<file path="config.mk">
export PLATFORM = sky130hd
export DESIGN_NAME = mbist_ctrl
export DESIGN_NICKNAME = d
export VERILOG_FILES = /design/src/rtl/mbist_pkg.sv /design/src/rtl/mbist_seq.sv /design/src/rtl/mbist_cmp.sv /design/src/rtl/mbist_misr.sv /design/src/rtl/mbist_ctrl.sv
export SDC_FILE = /design/constraint.sdc
export NUM_CORES = 1
export LEC_CHECK = 0
export BUFFER_PORTS_ARGS = -buffer_cell sky130_fd_sc_hd__buf_4
export CORE_ASPECT_RATIO = 1.75
export CORE_UTILIZATION = 49
export DETAILED_ROUTE_END_ITERATION = 16
export PLACE_DENSITY_LB_ADDON = 0.15
export SYNTH_ARGS = -nofsm -noshare
export SYNTH_HDL_FRONTEND = slang
export SYNTH_SLANG_ARGS = --single-unit
export TNS_END_PERCENT = 30
</file>
<file path="constraint.sdc">
create_clock -name clk -period 1.3 [get_ports clk]
set_clock_uncertainty 0.05 [all_clocks]
set_input_delay 0.13 -clock clk [delete_from_list [all_inputs] [get_ports clk]]
set_output_delay 0.13 -clock clk [all_outputs]
set_load 0.02 [all_outputs]
</file>
<file path="src/rtl/mbist_pkg.sv">
package mbist_pkg;
  typedef enum logic [3:0] {
    PH_IDLE, PH_SOLID_W, PH_SOLID_R, PH_WALK_W, PH_WALK_R,
    PH_GAL_INIT, PH_GAL_BASE, PH_GAL_RO, PH_GAL_RB, PH_GAL_RST,
    PH_FINISH, PH_REPORT
  } mbist_ph_e;
endpackage

</file>
<file path="src/rtl/mbist_seq.sv">
module mbist_seq
  import mbist_pkg::*;
#(
  parameter int ADDR_W = 3,
  parameter int DATA_W = 4
) (
  input  logic              clk,
  input  logic              rst_n,
  input  logic              start,
  output logic              busy,
  output logic              done,
  output logic              clear,
  output logic [ADDR_W-1:0] mem_addr,
  output logic              mem_we,
  output logic [DATA_W-1:0] mem_wdata,
  output logic              rd_en,
  output logic [DATA_W-1:0] rd_exp
);
  localparam int BIT_W = (DATA_W > 1) ? $clog2(DATA_W) : 1;
  localparam logic [ADDR_W-1:0] A_LAST = '1;
  localparam logic [ADDR_W-1:0] A_ONE  = ADDR_W'(1);
  localparam logic [BIT_W-1:0]  B_LAST = BIT_W'(DATA_W - 1);
  localparam logic [BIT_W-1:0]  B_ONE  = BIT_W'(1);
  localparam logic [DATA_W-1:0] ONES   = '1;

  mbist_ph_e         st_q, st_d;
  logic [ADDR_W-1:0] addr_q, addr_d, oth_q, oth_d;
  logic [BIT_W-1:0]  bit_q, bit_d;
  logic              flg_q, flg_d;
  logic [ADDR_W-1:0] addr_inc, oth_inc;
  logic [DATA_W-1:0] walk_pat;

  assign addr_inc = addr_q + A_ONE;
  assign oth_inc  = oth_q + A_ONE;
  assign walk_pat = flg_q ? ~(DATA_W'(1) << bit_q) : (DATA_W'(1) << bit_q);

  always_comb begin
    st_d   = st_q;
    addr_d = addr_q;
    oth_d  = oth_q;
    bit_d  = bit_q;
    flg_d  = flg_q;
    case (st_q)
      PH_IDLE: if (start) begin
        st_d = PH_SOLID_W; addr_d = '0; flg_d = 1'b0; bit_d = '0;
      end
      PH_SOLID_W: begin
        addr_d = addr_inc;
        if (addr_q == A_LAST) st_d = PH_SOLID_R;
      end
      PH_SOLID_R: begin
        addr_d = addr_inc;
        if (addr_q == A_LAST) begin
          flg_d = ~flg_q;
          st_d  = flg_q ? PH_WALK_W : PH_SOLID_W;
        end
      end
      PH_WALK_W: st_d = PH_WALK_R;
      PH_WALK_R: begin
        st_d = PH_WALK_W;
        if (bit_q == B_LAST) begin
          bit_d  = '0;
          addr_d = addr_inc;
          if (addr_q == A_LAST) begin
            flg_d = ~flg_q;
            if (flg_q) st_d = PH_GAL_INIT;
          end
        end else begin
          bit_d = bit_q + B_ONE;
        end
      end
      PH_GAL_INIT: begin
        addr_d = addr_inc;
        if (addr_q == A_LAST) st_d = PH_GAL_BASE;
      end
      PH_GAL_BASE: begin
        oth_d = addr_inc;
        st_d  = PH_GAL_RO;
      end
      PH_GAL_RO: st_d = PH_GAL_RB;
      PH_GAL_RB: begin
        if (oth_inc == addr_q) begin
          st_d = PH_GAL_RST;
        end else begin
          oth_d = oth_inc;
          st_d  = PH_GAL_RO;
        end
      end
      PH_GAL_RST: begin
        addr_d = addr_inc;
        st_d   = (addr_q == A_LAST) ? PH_FINISH : PH_GAL_BASE;
      end
      PH_FINISH: st_d = PH_REPORT;
      PH_REPORT: st_d = PH_IDLE;
      default:   st_d = PH_IDLE;
    endcase
  end

  always_ff @(posedge clk or negedge rst_n) begin
    if (!rst_n) begin
      st_q   <= PH_IDLE;
      addr_q <= '0;
      oth_q  <= '0;
      bit_q  <= '0;
      flg_q  <= 1'b0;
    end else begin
      st_q   <= st_d;
      addr_q <= addr_d;
      oth_q  <= oth_d;
      bit_q  <= bit_d;
      flg_q  <= flg_d;
    end
  end

  always_comb begin
    mem_addr  = addr_q;
    mem_we    = 1'b0;
    mem_wdata = '0;
    rd_en     = 1'b0;
    rd_exp    = '0;
    case (st_q)
      PH_SOLID_W:  begin mem_we = 1'b1; mem_wdata = {DATA_W{flg_q}}; end
      PH_SOLID_R:  begin rd_en = 1'b1; rd_exp = {DATA_W{flg_q}}; end
      PH_WALK_W:   begin mem_we = 1'b1; mem_wdata = walk_pat; end
      PH_WALK_R:   begin rd_en = 1'b1; rd_exp = walk_pat; end
      PH_GAL_INIT: mem_we = 1'b1;
      PH_GAL_BASE: begin mem_we = 1'b1; mem_wdata = ONES; end
      PH_GAL_RO:   begin rd_en = 1'b1; mem_addr = oth_q; end
      PH_GAL_RB:   begin rd_en = 1'b1; rd_exp = ONES; end
      PH_GAL_RST:  mem_we = 1'b1;
      default:     ;
    endcase
  end

  assign busy  = (st_q != PH_IDLE) && (st_q != PH_REPORT);
  assign done  = (st_q == PH_REPORT);
  assign clear = (st_q == PH_IDLE) && start;

  // while galloping, the neighbour read never lands on the base cell
  assert_gallop_other_R5: assert property (@(posedge clk) disable iff (!rst_n)
    (st_q == PH_GAL_RO) |-> (mem_addr != addr_q));
endmodule

</file>
<file path="src/rtl/mbist_cmp.sv">
module mbist_cmp #(
  parameter int DATA_W = 4
) (
  input  logic              clk,
  input  logic              rst_n,
  input  logic              clear,
  input  logic              rd_en,
  input  logic [DATA_W-1:0] rd_exp,
  input  logic [DATA_W-1:0] mem_rdata,
  output logic              cap,
  output logic              fail
);
  logic [DATA_W-1:0] exp_q;
  logic              rd_q;
  logic              miss;

  assign miss = rd_q && (mem_rdata != exp_q);

  always_ff @(posedge clk or negedge rst_n) begin
    if (!rst_n) begin
      rd_q  <= 1'b0;
      exp_q <= '0;
      fail  <= 1'b0;
    end else begin
      rd_q <= rd_en;
      if (rd_en) exp_q <= rd_exp;
      if (clear)     fail <= 1'b0;
      else if (miss) fail <= 1'b1;
    end
  end

  assign cap = rd_q;

  // a differing response in its compare cycle leaves the sticky flag set
  assert_miss_latched_R6: assert property (@(posedge clk) disable iff (!rst_n)
    (rd_q && (mem_rdata != exp_q) && !clear) |=> fail);
endmodule

</file>
<file path="src/rtl/mbist_misr.sv">
module mbist_misr #(
  parameter int              DATA_W = 4,
  parameter int              SIG_W  = 16,
  parameter logic [SIG_W-1:0] POLY  = 16'h1021
) (
  input  logic              clk,
  input  logic              rst_n,
  input  logic              clear,
  input  logic              cap,
  input  logic [DATA_W-1:0] din,
  output logic [SIG_W-1:0]  sig
);
  logic [SIG_W-1:0] fb, sig_next;

  assign fb       = sig[SIG_W-1] ? POLY : '0;
  assign sig_next = {sig[SIG_W-2:0], 1'b0} ^ fb ^ SIG_W'(din);

  always_ff @(posedge clk or negedge rst_n) begin
    if (!rst_n)     sig <= '0;
    else if (clear) sig <= '0;
    else if (cap)   sig <= sig_next;
  end

  // without a response or a start the signature keeps its value
  assert_sig_hold_R7: assert property (@(posedge clk) disable iff (!rst_n)
    (!cap && !clear) |=> $stable(sig));
endmodule

</file>
<file path="src/rtl/mbist_ctrl.sv">
module mbist_ctrl #(
  parameter int               ADDR_W = 3,
  parameter int               DATA_W = 4,
  parameter int               SIG_W  = 16,
  parameter logic [SIG_W-1:0] POLY   = 16'h1021
) (
  input  logic              clk,
  input  logic              rst_n,
  input  logic              start,
  output logic              busy,
  output logic              done,
  output logic              pass,
  output logic [SIG_W-1:0]  signature,
  output logic [ADDR_W-1:0] mem_addr,
  output logic              mem_we,
  output logic [DATA_W-1:0] mem_wdata,
  input  logic [DATA_W-1:0] mem_rdata
);
  logic [1:0]        rst_sync;
  logic              rst_core_n;
  logic              clear, rd_en, cap, fail;
  logic [DATA_W-1:0] rd_exp;

  always_ff @(posedge clk or negedge rst_n) begin
    if (!rst_n) rst_sync <= 2'b00;
    else        rst_sync <= {rst_sync[0], 1'b1};
  end
  assign rst_core_n = rst_sync[1];

  mbist_seq #(.ADDR_W(ADDR_W), .DATA_W(DATA_W)) u_seq (
    .clk(clk), .rst_n(rst_core_n), .start(start), .busy(busy), .done(done),
    .clear(clear), .mem_addr(mem_addr), .mem_we(mem_we), .mem_wdata(mem_wdata),
    .rd_en(rd_en), .rd_exp(rd_exp)
  );

  mbist_cmp #(.DATA_W(DATA_W)) u_cmp (
    .clk(clk), .rst_n(rst_core_n), .clear(clear), .rd_en(rd_en),
    .rd_exp(rd_exp), .mem_rdata(mem_rdata), .cap(cap), .fail(fail)
  );

  mbist_misr #(.DATA_W(DATA_W), .SIG_W(SIG_W), .POLY(POLY)) u_misr (
    .clk(clk), .rst_n(rst_core_n), .clear(clear), .cap(cap),
    .din(mem_rdata), .sig(signature)
  );

  assign pass = done && !fail;

  // done lasts a single cycle
  assert_done_pulse_R2: assert property (@(posedge clk) disable iff (!rst_core_n)
    done |=> !done);
  // a run only begins from a start pulse
  assert_busy_from_start_R8: assert property (@(posedge clk) disable iff (!rst_core_n)
    $rose(busy) |-> $past(start));
  // pass never shows outside the done cycle
  assert_pass_with_done_R6: assert property (@(posedge clk) disable iff (!rst_core_n)
    pass |-> done);
endmodule

</file>
==> metrics.md, run 1 <==
| Metric | Value |
|---|---|
| Status | `finished with violations` |
| Failing checks | `setup timing` |
| Power, Total | `3.84 mW` |
| CTS Buf Count | `5` |
| Wire per inst | `18.0 µm` |
| Syn Std Cell Area | `0.00227 mm²` |
| Worst-path cell chain | `inv_4 -> ha_4 -> nand2_2 -> xnor2_2 -> nand2_2 -> a21oi_4 -> buf_6` |
| Worst hold margin | `0.0889 ns` |
| Placed Cells | `357` |
| Endpoint class of the critical path | `primary output` |
| Crit Path Max Fanout | `4` |
| Final Non-Filler Cells | `391` |
| N_diodes | `0` |
| Final antenna-violating net count | `0` |
| Total GRT Usage | `0.276` |
| Clock Sinks | `37` |
| Fin crit period | `1.77 ns` |
| Leakage | `1.61 nW` |
| Vias in the first global route | `2,269` |
| Final Setup Violations | `46` |
| Synth cell types | `49` |
| Share of layout cells above drive strength 1 | `0.565` |
| Largest net degree at the start of global routing | `36` |
| # IOs | `34` |
| Grt ovf | `0` |
| H-tree Lvls | `2` |
| Placed Area | `0.00298 mm²` |
| EDFF count, synth | `0` |
| Yosys warns | `0` |
| Footprint of the multi-input gates | `0.00163 mm²` |
| Placer Congestion | `0.904` |
| Setup WS post-layout | `-0.465 ns` |
| Die Area | `0.00493 mm²` |
| Commonest non-fill, non-tap cells in the layout | `buf_4 (75), dfrtp_1 (31), buf_6 (28), nor2_1 (25), nand2_1 (12)` |
| Vias/cell | `5.79` |
| CTS tree | `built` |
| Clock Power Share | `0.270` |
| CTS Root Cell | `clkbuf_8` |
| M2 GR Usage | `0.534` |
| Worst slack at placement | `-0.391 ns` |
| Clock slew at reported path FFs | `0.08 ns` |
| I/O Buffers | `33` |
| FF+latch area | `933 µm²` |
| Max clock buf depth | `2` |
| Final Cell Area | `0.00374 mm²` |
| Via count | `2,262` |
| Row Count | `32` |
| Worst path required time | `1.12 ns` |
| Maximum clock rate | `0.566 GHz` |
| Seq pwr share | `0.428` |
| Post-synth top flop | `dfrtp_1` |
| Cell count after synthesis | `242` |
| Max-cap violations | `0` |
| Asr flop ratio synth | `1.00` |
| Fillers | `245` |
| Synthesized net count | `256` |
| Routed Wire Length | `7060 µm` |
| HPWL Detailed | `4120 µm` |
| DRC errors left | `0` |
| Startpoint Class | `flop` |
| Antenna violations before repair | `0` |
| Power per standard cell area | `1030 mW/mm²` |
| Starting Density | `0.512` |
| # nets final | `353` |
| Max Slew Vio Count | `0` |
| DRT iter0 DRCs | `66` |
| RSZ-0062 raised after global routing | `true` |
| Maximum VDD drop | `1170 µV` |
| Most used cell, CP | `nand2_2` |
| Final core occ | `0.841` |
| Hold crit path type | `in2reg` |
| Critical Path AT | `1.59 ns` |
| Critical path class | `reg2out` |
| DR pass1 iterations | `4` |
| Int Power | `2.58 mW` |
| Met3 usage | `0.0365` |
| Post-synthesis sequential area ratio | `0.407` |
| Worst-Skew Late Latency | `0.29 ns` |
| Comb pwr share | `0.302` |
| Core Region | `0.00444 mm²` |
| Period Utilization, post-route | `1.36` |
| DIE WIDTH | `53.5 µm` |
| Sw Share | `0.326` |
| Final hold violations | `0` |
| Max incr delay on CP | `0.47 ns` |
| Total negative slack | `-11.88 ns` |
| Area grow syn2layout | `64.5%` |
| Commonest non-fill, non-tap cell in the layout | `buf_4` |
| Mapped Avg Cell Area | `9.39 µm²` |
| First-pass GRT wire length | `10,000 µm` |
| Switching pwr | `1.25 mW` |
| Top Usage Layer GRT | `met2` |
| Flops & latches, synth | `37` |
| Die H | `92.1 µm` |
| GR Util met1 | `0.277` |
| CP max-delay cell | `dfrtp_2` |
## cells by family (layout without fill, tap and decap cells)
kind of cell,Yosys count,after routing,share of synthesized area
buffers and inverters,23,121,0.0457
other,1,1,0.00165
flip-flops,37,37,0.407
multiplexers,15,15,0.0688
XOR/XNOR,21,21,0.0881
AO/OA/AOI/OAI,55,55,0.167
AND/OR/NAND/NOR,83,83,0.183
adder cells (fa/ha/maj),7,7,0.0385
## final timing paths
path	startpoint	end	slack [ns]	cells after the start
setup / recovery	u_seq.bit_q[0]$_DFFE_PN0P_	mem_wdata[0]	-0.47	7
hold / removal	mem_rdata[2]	u_misr.sig[2]$_DFFE_PN0P_	0.09	3
setup reg to reg	u_seq.oth_q[1]$_DFFE_PN0P_	u_seq.st_q[1]$_DFFE_PN0P_	-0.41	6
hold reg to reg	rst_sync[1]$_DFF_PN0_	u_seq.st_q[3]$_DFFE_PN0P_	0.23	1
max in group asynchronous	rst_sync[1]$_DFF_PN0_	u_seq.st_q[1]$_DFFE_PN0P_	0.61	1
min in group asynchronous	rst_n	rst_sync[0]$_DFF_PN0_	0.11	2
## flip-flops by register name, indices dropped and copies added, names as in the netlist, 2 cells and up
register	count
u_cmp.exp_q	4
u_seq.oth_q	3
rst_sync	2
u_misr.sig	16
u_seq.addr_q	3
u_seq.st_q	4
u_seq.bit_q	2
## critical path: cells and delay by family, from the launching register on
kind                     cells  cell delay [ns]
buffers and inverters        2             0.23
XOR/XNOR                     1             0.16
adder cells (fa/ha/maj)      1             0.14
AO/OA/AOI/OAI                1             0.12
flip-flops                   1             0.47
AND/OR/NAND/NOR              2             0.17
## final cells by class
| type | count | share of cell area |
|---|---|---|
| Clock buffer | 7 | 0.0231 |
| Timing Repair Buffer | 109 | 0.262 |
| Multi-Input combinational cell | 182 | 0.435 |
| Clock inverter | 1 | 0.00803 |
| Tap cell | 51 | 0.0171 |
| Inverter | 4 | 0.00535 |
| Sequential cell | 37 | 0.250 |
## cells in the mapped netlist, drive strengths merged (4+ instances only)
| master | count | share of area |
|---|---|---|
| a211oi | 6 | 0.020 |
| a21oi | 15 | 0.033 |
| a221o | 4 | 0.018 |
| buf | 10 | 0.024 |
| clkbuf | 9 | 0.015 |
| dfrtp | 37 | 0.41 |
| ha | 7 | 0.039 |
| inv | 4 | 0.0066 |
| mux2 | 5 | 0.025 |
| mux2i | 10 | 0.044 |
| nand2 | 21 | 0.036 |
| nor2 | 31 | 0.052 |
| nor2b | 9 | 0.026 |
| nor3 | 5 | 0.013 |
| o21ai | 14 | 0.031 |
| xnor2 | 15 | 0.058 |
| xor2 | 5 | 0.019 |
## power by group through the flow
stage / sequential [mW] / clock, mW / combinational, mW
5_1_grt: 1.68 / 1.09 / 1.25
6_report: 1.64 / 1.04 / 1.16
4_1_cts: 1.65 / 1.04 / 1.17
2_1_floorplan: 1.96 / 0 / 0.342
3_3_place_gp: 1.66 / 0 / 1.15
3_5_place_dp: 1.68 / 0 / 1.17
## layer usage
layer | wire length, µm | share of wire
met3 | 287 | 0.041
met5 | 0 | 0
met4 | 330 | 0.047
met2 | 3880 | 0.55
met1 | 2560 | 0.36
## what timing repair did
| item | CTS | global route |
|---|---|---|
| hold buffers | 1 | 0 |
| gates cloned | 0 | 0 |
| resized for setup | 79 | 36 |
| hold endpoints to repair | 2 | 0 |
| pin swaps | 24 | 15 |
| buffers inserted | 20 | 5 |
| endpoints found under the setup margin | 46 | 46 |
No activity file was read; power rests on OpenSTA's default activity.
==> run 2, diff against run 1 <==
- ABC_AREA: default -> 1
==> run 2 against run 1 <==
  * The flow still finishes with violations (setup timing)
  * Combinational power grew to 4.5 times the previous value
  * Synthesized area is 2.1% lower
  * Critical path depth is 2 lower
  * Flip-flop and latch count stayed put
  * Sequential power is 22% higher
  * Final cell count is 4.3% higher
  * Sequential share of layout area is 2.9 points higher
  * Clock power hardly changed
  * Via count is 5.7% lower
  * Design area is 11% lower
  * Critical path type unchanged
  * Critical endpoint is now mem_addr[1]
==> metrics.md, run 2 <==
| Metric | Value |
|---|---|
| Worst-Skew Late Latency | `0.29 ns` |
| Asr flop ratio synth | `1.00` |
| Max incr delay on CP | `0.44 ns` |
| H-tree Lvls | `2` |
| HPWL Detailed | `4060 µm` |
| CP max-delay cell | `dfrtp_2` |
| Vias in the first global route | `2,155` |
| Yosys warns | `0` |
| Maximum clock rate | `0.588 GHz` |
| Top reg by flops | `u_misr.sig` |
| Crit. Startpoint | `u_seq.st_q[3]$_DFFE_PN0P_` |
| # IOs | `34` |
| Status | `finished with violations` |
| Die H | `91.1 µm` |
| Largest regs | `u_misr.sig: 16 flops, u_cmp.exp_q: 4 flops, u_seq.st_q: 4 flops` |
| Grt ovf | `0` |
| Placer Congestion | `0.878` |
| Wire per inst | `14.6 µm` |
| DIE WIDTH | `52.9 µm` |
| RSZ-0062 raised after global routing | `true` |
| Clock slew at reported path FFs | `0.08 ns` |
| Leakage | `1.71 nW` |
| Mapped Avg Cell Area | `8.18 µm²` |
| Cell count after synthesis | `272` |
| Final antenna-violating net count | `0` |
| Max clock buf depth | `2` |
| Syn Std Cell Area | `0.00222 mm²` |
| Post-synthesis sequential area ratio | `0.416` |
| Total negative slack | `-10.41 ns` |
| Flops & latches, synth | `37` |
| Final hold violations | `0` |
| CTS Buf Count | `5` |
| Worst path required time | `1.12 ns` |
| First-pass GRT wire length | `9250 µm` |
| Hold crit path type | `in2reg` |
| Most frequent cells after synthesis | `nand2_1 (58), dfrtp_1 (37), inv_1 (32)` |
| Period Utilization, post-route | `1.31` |
| Setup WS post-layout | `-0.400 ns` |
| Critical Path AT | `1.52 ns` |
| Clock Sinks | `37` |
| DRT iter0 DRCs | `58` |
| Post-synth top area share | `0.416` |
| Most common cell in the synthesized netlist | `nand2_1` |
| Max Slew Vio Count | `0` |
| Final Setup Violations | `46` |
| Worst Min Path Start | `mem_rdata[2]` |
| Post-synth top flop | `dfrtp_1` |
| Power, Total | `8.21 mW` |
| Crit Path Max Fanout | `4` |
| Endpoint class of the critical path | `primary output` |
| Vias/cell | `5.23` |
| Via count | `2,134` |
| Routed Wire Length | `5950 µm` |
| Area grow syn2layout | `49.9%` |
| Share of layout cells above drive strength 1 | `0.476` |
| I/O Buffers | `33` |
| # nets final | `370` |
| Row Count | `32` |
| CP top delay family | `flip-flops` |
| CTS tree | `built` |
| EDFF count, synth | `0` |
| Critical path buffers and inverters | `2` |
| Die Area | `0.00482 mm²` |
| Worst-path cell chain | `buf_6 -> nor2_4 -> nand2_4 -> mux2_2 -> buf_6` |
| Maximum VDD drop | `1960 µV` |
| Commonest non-fill, non-tap cell in the layout | `buf_4` |
| Fin crit period | `1.70 ns` |
| Power per standard cell area | `2460 mW/mm²` |
| Synth cell types | `31` |
| Largest net degree at the start of global routing | `36` |
| Most used cell, CP | `buf_6` |
| Commonest non-fill, non-tap cells in the layout | `buf_4 (60), nand2_1 (41), dfrtp_1 (34), inv_1 (28), nand3_1 (23)` |
| Max reg flops | `16` |
| N_diodes | `0` |
| Worst r2r src | `u_seq.st_q[1]$_DFFE_PN0P_` |
| Starting Density | `0.510` |
| Placed Area | `0.00284 mm²` |
| Max-cap violations | `0` |
| Startpoint Class | `flop` |
| Core Region | `0.00436 mm²` |
| Critical path class | `reg2out` |
| Yosys top cell by area | `dfrtp_1` |
| Synthesized net count | `286` |
| Final Cell Area | `0.00333 mm²` |
| DRC errors left | `0` |
| DR pass1 iterations | `4` |
| Synth area leaders | `dfrtp_1 (42%), nand2_1 (9.8%), xnor2_1 (5.9%), inv_1 (5.4%), nand3_1 (5.2%)` |
| CTS Root Cell | `clkbuf_8` |
| Antenna violations before repair | `0` |
| Failing checks | `setup timing` |
| Total GRT Usage | `0.260` |
## run 2: cell types whose count changed after synthesis, sizes merged, moves of 8 or more
cell	previous run	this run
nor2b	9	0
inv	4	38
nand2	21	64
a21boi	1	11
buf	10	2
o21ai	14	25
mux2i	10	0
nand3	3	24
## run 2: worst reg2reg max path, cell delays in order, from the launching register on
cell,delay (ns)
dfrtp_2,0.46
buf_6,0.14
buf_6,0.12
inv_8,0.07
nand2_8,0.07
nor2_4,0.21
clkinv_4,0.14
nand2_1,0.10
nand2_1,0.06
nand2_1,0.06
nand2_1,0.05
## run 2: per-layer routing
layer	share of wire	global-route usage
met5	0	0
met3	0.035	0.0385
met2	0.56	0.503
met4	0.034	0.110
met1	0.37	0.249
## run 2: path summary, 6_finish.rpt
| check | slack, ns | depth (start not counted) | end |
|---|---|---|---|
| hold / removal | 0.08 | 3 | u_misr.sig[2]$_DFFE_PN0P_ |
| setup reg to reg | -0.35 | 10 | u_seq.oth_q[1]$_DFFE_PN0P_ |
| setup / recovery | -0.40 | 5 | mem_addr[1] |
| min in group asynchronous | 0.10 | 2 | rst_sync[1]$_DFF_PN0_ |
| max in group asynchronous | 0.81 | 1 | u_seq.st_q[1]$_DFFE_PN0P_ |
| hold reg to reg | 0.19 | 1 | u_misr.sig[10]$_DFFE_PN0P_ |
## run 2: per-stage QoR
step / utilization / setup WS [ns] / hold slack (ns) / cells
after floorplan: - / -0.0965 / -0.216 / 272
after global placement: 0.650 / -0.184 / -0.137 / 389
after detailed placement: 0.650 / -0.208 / -0.135 / 389
after CTS: 0.733 / -0.396 / 0.0779 / 407
after global routing: 0.764 / -0.479 / 0.106 / 408
final: 0.764 / -0.400 / 0.0833 / 408
## run 2: kinds of logic after synthesis
group                      after synthesis  share of synthesized area
buffers and inverters                   43                     0.0799
xor gates and xnor gates                16                     0.0630
muxes                                    1                    0.00506
other                                    1                    0.00169
DFF                                     37                      0.416
adders and majority gates                7                     0.0394
and+or+nand+nor                        118                      0.252
AOI/OAI and AO/OA                       49                      0.143
## run 2: where the power goes
group / internal (mW) / switching, mW / leakage, nW
registers: 1.59 / 0.414 / 0.476
logic: 2.31 / 2.86 / 1.18
clock network: 0.624 / 0.417 / 0.0574
## run 2: layout make-up
| cell class | instances | area (µm²) |
|---|---|---|
| Inverter | 38 | 165 |
| Clock buffer | 6 | 82.6 |
| Timing Repair Buffer | 82 | 706 |
| Sequential cell | 37 | 930 |
| Multi-Input combinational cell | 192 | 1350 |
| Clock inverter | 2 | 37.5 |
| Tap cell | 51 | 63.8 |
| Fill cell | 315 | 1030 |
## run 2: repair_timing
| action | CTS | global route |
|---|---|---|
| gates resized for setup | 59 | 37 |
| endpoints found under the hold margin | 2 | 0 |
| buffers inserted | 9 | 2 |
| cloned | 0 | 0 |
| endpoints found under the setup margin | 45 | 46 |
| pin swaps | 9 | 18 |
| hold buffers | 1 | 0 |
==> run 3, diff against run 2 <==
- SYNTH_HIERARCHICAL: default -> 1
==> run 3 against run 2 <==
  * The run still ends with setup timing left
  * Worst hold slack got worse by 0.0053 ns
  * Synthesized cell count increased by 18%
  * Wire length increased by 6.9%
  * Non-clock buffer count increased by 5
  * Critical endpoint is now busy
==> metrics.md, run 3 <==
| Metric | Value |
|---|---|
| Commonest non-fill, non-tap cell in the layout | `nand2_1` |
| Routed Wire Length | `6360 µm` |
| Clock Sinks | `37` |
| Top reg by flops | `u_misr/sig` |
| Post-synth top flop | `dfrtp_1` |
| Maximum VDD drop | `1340 µV` |
| # IOs | `34` |
| Fin crit period | `1.69 ns` |
| Post-synthesis sequential area ratio | `0.410` |
| Max clock buf depth | `2` |
| Synth cell types | `28` |
| Commonest non-fill, non-tap cells in the layout | `nand2_1 (124), buf_4 (67), dfrtp_1 (32), inv_1 (31)` |
| Yosys warns | `6` |
| HPWL Detailed | `4220 µm` |
| Maximum clock rate | `0.591 GHz` |
| Clock slew at reported path FFs | `0.08 ns` |
| Largest regs | `u_misr/sig: 16 flops, u_cmp/exp_q: 4 flops, u_seq/st_q: 4 flops` |
| Startpoint Class | `flop` |
| CTS Buf Count | `5` |
| Reg2reg end | `u_misr/sig[12]$_DFFE_PN0P_` |
| Share of layout cells above drive strength 1 | `0.397` |
| DRT iter0 DRCs | `76` |
| # nets final | `426` |
| Hold worst-path end | `u_misr/sig[1]$_DFFE_PN0P_` |
| Hold crit path type | `in2reg` |
| Seq pwr share | `0.249` |
| Placer Congestion | `0.946` |
| Yosys top cell by area | `dfrtp_1` |
| Starting Density | `0.513` |
| Top Usage Layer GRT | `met2` |
| Power per standard cell area | `2330 mW/mm²` |
| Hold Path Depth | `4` |
| Final antenna-violating net count | `0` |
| Flops & latches, synth | `37` |
| Vias/cell | `5.16` |
| Int Power | `4.13 mW` |
| Comb pwr share | `0.647` |
| Period Utilization, post-route | `1.30` |
| Final hold violations | `0` |
| Synth area leaders | `dfrtp_1 (41%), nand2_1 (23%), inv_1 (6.1%), nand3_1 (4.9%), ha_1 (3.9%)` |
| Max reg flops | `16` |
| Critical path class | `reg2out` |
| Area grow syn2layout | `47.9%` |
| Antenna violations before repair | `0` |
| CTS Root Cell | `clkbuf_8` |
| Core Region | `0.00440 mm²` |
| Status | `finished with violations` |
| Worst r2r src | `u_seq/st_q[2]$_DFFE_PN0P_` |
| Switching pwr | `3.65 mW` |
| Setup WS post-layout | `-0.393 ns` |
| Worst-Skew Late Latency | `0.30 ns` |
| H-tree Lvls | `2` |
| Critical Path AT | `1.51 ns` |
| Vias in the first global route | `2,277` |
| Post-synth top area share | `0.410` |
| DIE WIDTH | `53.3 µm` |
| Max-cap violations | `0` |
| GR Util met1 | `0.273` |
| Max Slew Vio Count | `0` |
| Met3 usage | `0.0415` |
| DRC errors left | `0` |
| Clock Power Share | `0.104` |
| Row Count | `32` |
| CTS tree | `built` |
| Reg2Reg Depth | `8` |
| Grt ovf | `0` |
| M2 GR Usage | `0.502` |
| RSZ-0062 raised after global routing | `true` |
| Die H | `91.8 µm` |
| Failing checks | `setup timing` |
| Endpoint class of the critical path | `primary output` |
| Worst hold margin | `0.0781 ns` |
| DR pass1 iterations | `4` |
| Crit Path Max Fanout | `3` |
| Worst path required time | `1.12 ns` |
| Asr flop ratio synth | `1.00` |
| Via count | `2,393` |
| Sw Share | `0.469` |
| Final core occ | `0.759` |
| N_diodes | `0` |
| Cell count after synthesis | `321` |
| Total GRT Usage | `0.279` |
| Most common cell in the synthesized netlist | `nand2_1` |
| Final Setup Violations | `46` |
| Syn Std Cell Area | `0.00226 mm²` |
| Synthesized net count | `335` |
| First-pass GRT wire length | `9880 µm` |
| Leakage | `1.82 nW` |
| Largest net degree at the start of global routing | `36` |
| Wire per inst | `13.7 µm` |
| Most frequent cells after synthesis | `nand2_1 (140), dfrtp_1 (37), inv_1 (37)` |
| Die Area | `0.00490 mm²` |
| Worst Min Path Start | `mem_rdata[1]` |
| Mapped Avg Cell Area | `7.04 µm²` |
| EDFF count, synth | `0` |
| Worst R2R Setup Slack | `-0.31 ns` |
| I/O Buffers | `33` |
[run 3: changes by cell type in the layout (fill, tap and decap cells not counted), sizes merged, moves of 2 or more]
cell,delta
buf,+5
xnor2,-15
nand3,-2
a21oi,-9
nand2,+84
o21ai,-5
xor2,+3
inv,+7
a21boi,-10
[run 3: kinds of logic (layout without fill, tap and decap cells)]
| group | count (synthesis) | after routing | share of synthesized area |
|---|---|---|---|
| flops | 37 | 37 | 0.410 |
| simple gates | 198 | 198 | 0.383 |
| fa+ha+maj | 7 | 7 | 0.0388 |
| xor+xnor | 4 | 4 | 0.0155 |
| compound gates | 27 | 27 | 0.0676 |
| other cells | 1 | 1 | 0.00166 |
| buf+inv | 47 | 139 | 0.0836 |
[run 3: what timing repair did]
| action | 4_1_cts | 5_1_grt |
|---|---|---|
| pin swaps | 10 | 25 |
| setup buffers | 9 | 9 |
| gates resized for setup | 45 | 40 |
| endpoints found under the setup margin | 45 | 46 |
| hold endpoints to repair | 2 | 0 |
| hold buffers | 1 | 0 |
[run 3: through the flow]
step                      setup TNS, ns  std cells  instance area, µm²  worst slack (ns)  power (mW)
after global placement            -3.62        439                2840            -0.214        5.77
final                            -12.29        464                3340            -0.393        7.77
after global routing             -15.03        464                3340            -0.449        8.32
after floorplan                   -1.56        321                2280            -0.107        4.34
after detailed placement          -4.55        439                2840            -0.239        5.83
after CTS                         -9.31        456                3140            -0.331        7.21
[run 3: area by class of cell]
cell class | instances | area, µm²
repair buffers | 87 | 727
clock buffers | 5 | 68.8
clock inverters | 3 | 17.5
inverters | 44 | 173
fillers | 330 | 1060
well taps | 51 | 63.8
flip-flops and latches | 37 | 932
multi-input cells | 237 | 1360
[run 3: worst max-delay path, stage by stage, from the launching register on]
cell     delay (ns)
dfrtp_2        0.45
buf_6          0.14
nor2_4         0.20
nand2_4        0.08
inv_2          0.08
buf_6          0.08
nor2_1         0.03
buf_4          0.15
[run 3: routing by layer]
metal | up-vias | share of wire
met2 | 62 | 0.56
met3 | 29 | 0.032
met1 | 1130 | 0.35
met5 | - | 0
li1 | 1172 | -
met4 | 0 | 0.059
[run 3: how the worst max path moves through the flow]
stage | startpoint | to | slack (ns) | depth (start not counted)
6_report | u_seq/st_q[2]$_DFFE_PN0P_ | busy | -0.39 | 7
5_1_grt | u_seq/st_q[2]$_DFFE_PN0P_ | busy | -0.45 | 7
4_1_cts | u_seq/st_q[0]$_DFFE_PN0P_ | mem_wdata[3] | -0.33 | 5
3_5_place_dp | u_seq/st_q[2]$_DFFE_PN0P_ | u_cmp/exp_q[3]$_DFFE_PN0P_ | -0.24 | 7
3_3_place_gp | u_seq/oth_q[1]$_DFFE_PN0P_ | u_seq/oth_q[0]$_DFFE_PN0P_ | -0.21 | 10
2_1_floorplan | u_seq/oth_q[0]$_DFFE_PN0P_ | u_seq/oth_q[2]$_DFFE_PN0P_ | -0.11 | 10
[run 3: power by group through the flow]
stage	Combinational, mW	Clock, mW	Sequential [mW]
finish	5.03	0.805	1.94
global route	5.45	0.873	1.99
CTS	4.45	0.834	1.92
global placement	3.87	0	1.90
floorplan	2.31	0	2.03
detailed placement	3.92	0	1.91
